### src/rtl/dma_arb_pkg.sv
package dma_arb_pkg;

  localparam int ARB_CH    = 6;
  localparam int ARB_IDX_W = $clog2(ARB_CH);

  typedef logic [ARB_CH-1:0]    ch_vec_t;
  typedef logic [ARB_IDX_W-1:0] ch_idx_t;

  typedef enum logic {
    SCHED_FIXED  = 1'b0,
    SCHED_ROTATE = 1'b1
  } sched_e;

  // First eligible channel found when searching upward from 'start', wrapping.
  function automatic ch_vec_t pick_from(ch_vec_t elig, ch_idx_t start);
    ch_vec_t res;
    logic    hit;
    int      idx;
    res = '0;
    hit = 1'b0;
    for (int i = 0; i < ARB_CH; i++) begin
      idx = int'(start) + i;
      if (idx >= ARB_CH) idx = idx - ARB_CH;
      if (!hit && elig[idx[ARB_IDX_W-1:0]]) begin
        res[idx[ARB_IDX_W-1:0]] = 1'b1;
        hit = 1'b1;
      end
    end
    return res;
  endfunction

  // Index of the set bit of a one-hot vector (0 when empty).
  function automatic ch_idx_t onehot_idx(ch_vec_t v);
    ch_idx_t r;
    r = '0;
    for (int i = 0; i < ARB_CH; i++) begin
      if (v[i]) r = ch_idx_t'(i);
    end
    return r;
  endfunction

  // Channel above 'i', wrapping from the top channel back to 0.
  function automatic ch_idx_t idx_after(ch_idx_t i);
    if (i == ch_idx_t'(ARB_CH - 1)) return '0;
    return i + ch_idx_t'(1);
  endfunction

endpackage

### src/rtl/dma_arb_gate.sv
module dma_arb_gate
  import dma_arb_pkg::*;
#(
  parameter int GRP0_SIZE = 4
) (
  input  logic       ctrl_en,
  input  logic [1:0] grp_off,
  input  ch_vec_t    ch_en,
  input  ch_vec_t    req,
  output ch_vec_t    elig
);

  for (genvar c = 0; c < ARB_CH; c++) begin : g_chan
    localparam int GRP = (c < GRP0_SIZE) ? 0 : 1;
    assign elig[c] = ctrl_en & req[c] & ch_en[c] & ~grp_off[GRP];
  end

endmodule

### src/rtl/dma_arb_pick.sv
module dma_arb_pick
  import dma_arb_pkg::*;
(
  input  ch_vec_t elig,
  input  sched_e  sched,
  input  ch_idx_t ptr,
  output ch_vec_t win,
  output logic    win_any
);

  ch_vec_t win_fixed;
  ch_vec_t win_rot;

  always_comb begin
    win_fixed = pick_from(elig, '0);
    win_rot   = pick_from(elig, ptr);
    win       = (sched == SCHED_ROTATE) ? win_rot : win_fixed;
  end

  assign win_any = |elig;

endmodule

### src/rtl/dma_arb_hist.sv
module dma_arb_hist
  import dma_arb_pkg::*;
(
  input  logic    clk,
  input  logic    rst,
  input  logic    adv,
  input  ch_idx_t last_idx,
  output ch_idx_t ptr
);

  always_ff @(posedge clk) begin
    if (rst)      ptr <= '0;
    else if (adv) ptr <= idx_after(last_idx);
  end

  AST_PTR_RANGE: assert property (@(posedge clk) disable iff (rst)
    int'(ptr) < ARB_CH);
  AST_PTR_HOLD: assert property (@(posedge clk) disable iff (rst)
    !adv |=> $stable(ptr));
  AST_PTR_RESET: assert property (@(posedge clk)
    rst |=> ptr == '0);

endmodule

### src/rtl/dma_bus_arbiter.sv
module dma_bus_arbiter
  import dma_arb_pkg::*;
#(
  parameter int GRP0_SIZE = 4
) (
  input  logic              clk,
  input  logic              rst,
  input  logic              ctrl_en,
  input  logic              sched_rr,
  input  logic [1:0]        grp_off,
  input  logic [ARB_CH-1:0] ch_en,
  input  logic [ARB_CH-1:0] req,
  input  logic              bus_done,
  output logic [ARB_CH-1:0] grant,
  output logic              grant_vld
);

  ch_vec_t elig;
  ch_vec_t win;
  logic    win_any;
  ch_idx_t ptr;
  sched_e  sched;
  logic    done_evt;
  logic    launch_evt;

  assign sched      = sched_e'(sched_rr);
  assign done_evt   = grant_vld & bus_done;
  assign launch_evt = ~grant_vld & win_any;

  dma_arb_gate #(.GRP0_SIZE(GRP0_SIZE)) u_gate (
    .ctrl_en (ctrl_en),
    .grp_off (grp_off),
    .ch_en   (ch_en),
    .req     (req),
    .elig    (elig)
  );

  dma_arb_pick u_pick (
    .elig    (elig),
    .sched   (sched),
    .ptr     (ptr),
    .win     (win),
    .win_any (win_any)
  );

  dma_arb_hist u_hist (
    .clk      (clk),
    .rst      (rst),
    .adv      (done_evt),
    .last_idx (onehot_idx(grant)),
    .ptr      (ptr)
  );

  always_ff @(posedge clk) begin
    if (rst) begin
      grant     <= '0;
      grant_vld <= 1'b0;
    end else if (done_evt) begin
      grant     <= '0;
      grant_vld <= 1'b0;
    end else if (launch_evt) begin
      grant     <= win;
      grant_vld <= 1'b1;
    end
  end

  AST_GRANT_ONEHOT: assert property (@(posedge clk) disable iff (rst)
    grant_vld |-> $onehot(grant));
  AST_GRANT_EMPTY: assert property (@(posedge clk) disable iff (rst)
    !grant_vld |-> grant == '0);
  AST_GRANT_ELIGIBLE: assert property (@(posedge clk) disable iff (rst)
    !grant_vld |=> (grant & ~$past(elig)) == '0);
  AST_CTRL_OFF: assert property (@(posedge clk) disable iff (rst)
    (!grant_vld && !ctrl_en) |=> !grant_vld);
  AST_GROUPS_OFF: assert property (@(posedge clk) disable iff (rst)
    (!grant_vld && grp_off == 2'b11) |=> !grant_vld);
  AST_FIXED_LOWEST: assert property (@(posedge clk) disable iff (rst)
    (!grant_vld && !sched_rr && elig != '0)
      |=> grant == ($past(elig) & (~$past(elig) + 1'b1)));
  AST_LAUNCH: assert property (@(posedge clk) disable iff (rst)
    (!grant_vld && elig != '0) |=> grant_vld);
  AST_HOLD: assert property (@(posedge clk) disable iff (rst)
    (grant_vld && !bus_done) |=> grant_vld && $stable(grant));
  AST_RELEASE: assert property (@(posedge clk) disable iff (rst)
    (grant_vld && bus_done) |=> !grant_vld);
  AST_RESET_CLEAR: assert property (@(posedge clk)
    rst |=> !grant_vld && grant == '0);

endmodule

### config.mk
export PLATFORM = sky130hd
export DESIGN_NAME = dma_bus_arbiter
export DESIGN_NICKNAME = d
export VERILOG_FILES = /design/src/rtl/dma_arb_pkg.sv /design/src/rtl/dma_arb_gate.sv /design/src/rtl/dma_arb_pick.sv /design/src/rtl/dma_arb_hist.sv /design/src/rtl/dma_bus_arbiter.sv
export SDC_FILE = /design/constraint.sdc
export NUM_CORES = 1
export LEC_CHECK = 0
export BUFFER_PORTS_ARGS = -buffer_cell sky130_fd_sc_hd__buf_4
export CORE_ASPECT_RATIO = 1.75
export CORE_UTILIZATION = 45
export CTS_BUF_LIST = sky130_fd_sc_hd__clkbuf_4 sky130_fd_sc_hd__clkbuf_8
export DETAILED_ROUTE_END_ITERATION = 12
export PLACE_DENSITY = 0.67
export SYNTH_ARGS = -nofsm -noshare
export SYNTH_HDL_FRONTEND = slang
export SYNTH_SLANG_ARGS = --single-unit
### constraint.sdc
create_clock -name clk -period 3.7 [get_ports clk]
set_input_delay 0.74 -clock clk [delete_from_list [all_inputs] [get_ports clk]]
set_output_delay 0.74 -clock clk [all_outputs]
set_load 0.02 [all_outputs]
==> impl_metrics.env <==
export IMPL_setup_viol=0
export IMPL_critical_path_top_delay_family="compound AO/OA/AOI/OAI gates"
export IMPL_reg2reg_setup_slack_ns=0.46
export IMPL_power_frac_seq=0.303
export IMPL_synth_area_top_cells="dfxtp_1, ha_1, mux2i_1"
export IMPL_start_util=0.4822
export IMPL_instances_no_fill=260
export IMPL_netlist_instances=195
export IMPL_overflow=0
export IMPL_intPower_mw=0.2756
export IMPL_multiInputGateArea_mm2=0.001157
export IMPL_worstReg2RegEnd="grant[2]"
export IMPL_cpPeakStageDelay_ns=0.68
export IMPL_die_area_mm2=0.003410
export IMPL_dp_cells=256
export IMPL_crit_path_end_kind="flip-flop"
export IMPL_leakagePower_nw=0.6815
export IMPL_routedWlPerCell_um=15.95
export IMPL_die_y_um=76.51
export IMPL_reg2reg_depth=10
export IMPL_ys_warn_count=0
export IMPL_synth_ff_type="dfxtp_1"
export IMPL_tightest_slew_ns=0.5791
export IMPL_max_freq_mhz=308.7
export IMPL_slew_limit_headroom=0.6134
export IMPL_clkTransAtPathRegs_ns=0.05
export IMPL_placed_area_mm2=0.001643
export IMPL_grt_pass1_wl_um=6886
export IMPL_fin_skew_ns=0.001215
export IMPL_antenna_left=0
export IMPL_areaGrowthSynthToFinish_pct=18.93
export IMPL_crit_chain="inv_1, ha_1, nor2_1, a22o_1, a222oi_1, a21bo_2, or2_1, nor2_1, o221ai_1, a31oi_1"
export IMPL_final_area_mm2=0.001698
export IMPL_synth_fp_nets=222
export IMPL_grt_max_degree=19
export IMPL_net_switching_power_mw=0.1362
export IMPL_yosys_register_bits=10
export IMPL_slowest_stage="dfxtp_1"
export IMPL_synth_area_per_cell_um2=7.321
export IMPL_start_kind="flip-flop"
export IMPL_antennaDiodeCount=0
export IMPL_drt_pass1_iter_count=4
export IMPL_via_per_inst=6.219
export IMPL_period_needed_ns=3.239
export IMPL_cts_root_buf="clkbuf_8"
export IMPL_port_buffers=25
export IMPL_yosysTopAreaCell="dfxtp_1"
export IMPL_antenna_found_initial=0
export IMPL_fp_dieW_um=44.58
export IMPL_grt_pass1_vias=1563
export IMPL_final_util=0.5735
export IMPL_cts_sinks=10
export IMPL_row_count=26
export IMPL_reg2reg_from="u_hist.ptr[2]"
export IMPL_hold_class="flip-flop to flip-flop"
export IMPL_yosys_top_cells_count="nand2_1, a21oi_1, nor2_1"
export IMPL_finalMaxSlewViolations=0
export IMPL_fin_nets=246
export IMPL_worstHoldStart="grant[4]"
export IMPL_register_area_um2=200.2
export IMPL_synth_enable_flop_cells=0
export IMPL_clkPwrFrac=0.327
export IMPL_tns_ns=0
export IMPL_crit_top_cell="nor2_1"
export IMPL_coreArea_mm2=0.002960
export IMPL_path_buf_inv=1
export IMPL_netlist_cell_type_count=51
export IMPL_finalHoldViolations=0
export IMPL_insertion_delay_ns=0.23
export IMPL_hold_buffers=0
export IMPL_crit_arrival_ns=3.39
export IMPL_combPwrFrac=0.369
export IMPL_p_sw_frac=0.3307
export IMPL_gp_congestion=0.9233
export IMPL_crit_fanout=13
export IMPL_drt_total_wl_um=4148
export IMPL_syn_cell_area_mm2=0.001428
export IMPL_grtUsageTotal=0.2540
export IMPL_first_iter_violations=45
export IMPL_drive_above_1_share=0.1927
export IMPL_hold_depth=2
export IMPL_synth_top_area_frac=0.1402
export IMPL_fill_cells=271
export IMPL_status="finished, final reports clean"
export IMPL_place_ws_ns=0.5263
export IMPL_maxCapViolations=0
export IMPL_io_pins=26
export IMPL_numCtsBuffers=3
export IMPL_cts_tree="done"
export IMPL_drcViolationCount=0
export IMPL_power_density_mw_per_mm2=242.5
export IMPL_cts_max_path_buffers=2
export IMPL_postCtsSetupBuffers=0
export IMPL_num_vias=1617
export IMPL_holdPathEnd="grant[4]"
export IMPL_post_route_period_util=0.8755
export IMPL_ctsResizeCount=0
export IMPL_setup_ws_ns=0.4608
export IMPL_place_hpwl_um=3242
export IMPL_synthArstFlopShare=0
export IMPL_crit_type="flip-flop to flip-flop"
export IMPL_rsz0062_at_grt="no"
export IMPL_cts_htree_levels=1
export IMPL_irDropWorstVdd_uv=291.7
export IMPL_cp_data_required_time_ns=3.85
export IMPL_yosysMostFrequentCell="nand2_1"
export IMPL_yosysSeqAreaShare=0.1402
how the worst max path moves through the flow:
stage | slack (ns) | start | end | depth (start not counted)
final | 0.46 | u_hist.ptr[2] | grant[2] | 10
after global routing | 0.21 | u_hist.ptr[2] | grant[3] | 10
after CTS | 0.50 | u_hist.ptr[2] | grant[2] | 10
after detailed placement | 0.53 | u_hist.ptr[2] | grant[5] | 10
after global placement | 0.56 | u_hist.ptr[2] | grant[5] | 10
after floorplan | 0.89 | u_hist.ptr[0] | grant[2] | 13
cell families after synthesis:
| group | after synthesis | synth area share |
|---|---|---|
| adders and majority gates | 8 | 0.07012 |
| AOI/OAI and AO/OA | 70 | 0.3418 |
| DFF | 10 | 0.1402 |
| and+or+nand+nor | 73 | 0.2629 |
| muxes | 13 | 0.09378 |
| xor gates and xnor gates | 6 | 0.04208 |
| buffers and inverters | 15 | 0.04907 |
power by group through the flow:
stage                     Clock [mW]  Combinational [mW]  Sequential, mW
after floorplan                    0              0.0961           0.130
after global placement             0               0.146           0.126
after detailed placement           0               0.149           0.127
after CTS                      0.139               0.149           0.125
after global routing           0.145               0.166           0.126
final                          0.135               0.152           0.125
layer usage:
metal / wire length [um] / part of all wire / global-route usage
met1: 1708 / 0.41 / 0.2988
met2: 2238 / 0.54 / 0.4500
met3: 118 / 0.028 / 0.01422
met4: 83 / 0.020 / 0.1061
met5: 0 / 0 / 0
tightest hold or removal path, cell delays in order (launching register included):
cell and delay, ns:
dfxtp_1 0.34, nand2_1 0.09, a31oi_1 0.08
registers in the layout, summed over array words and instances (netlist names):
signal / cells
grant: 6
grant_vld: 1
u_hist.ptr: 3
layout by cell type (no fill, tap or decap), types with 2 or more instances in the layout:
| cell type | count |
|---|---|
| a211oi_1 | 2 |
| a21bo_2 | 2 |
| a21o_1 | 4 |
| a21oi_1 | 15 |
| a222oi_1 | 2 |
| a31oi_1 | 6 |
| a41o_1 | 2 |
| a41oi_1 | 2 |
| and3_1 | 2 |
| buf_4 | 28 |
| clkbuf_8 | 4 |
| dfxtp_1 | 10 |
| ha_1 | 8 |
| inv_1 | 5 |
| mux2_2 | 3 |
| mux2i_1 | 10 |
| nand2_1 | 22 |
| nand2b_1 | 6 |
| nand3_1 | 5 |
| nand3b_1 | 2 |
| nand4b_1 | 6 |
| nor2_1 | 12 |
| nor2b_1 | 2 |
| nor3_1 | 8 |
| nor4_1 | 2 |
| o211ai_1 | 6 |
| o21a_1 | 2 |
| o21ai_0 | 10 |
| o2bb2ai_1 | 3 |
| o31ai_1 | 3 |
| or3_1 | 3 |
| xnor2_1 | 3 |
| xor2_1 | 2 |
through the flow:
step	total power, mW	hold slack (ns)
6_report	0.4118	0.5520
3_5_place_dp	0.2754	0.5440
3_3_place_gp	0.2718	0.5381
4_1_cts	0.4128	0.5584
2_1_floorplan	0.2262	0.5502
5_1_grt	0.4370	0.5882
cell type report:
cell class                      instances  area share
Multi-Input combinational cell        170      0.6817
Clock buffer                            4     0.03242
Inverter                                6     0.01326
Timing Repair Buffer                   28      0.1238
Sequential cell                        10      0.1179
Tap cell                               42     0.03095
Note: power is estimated with default switching activity, not from simulation.
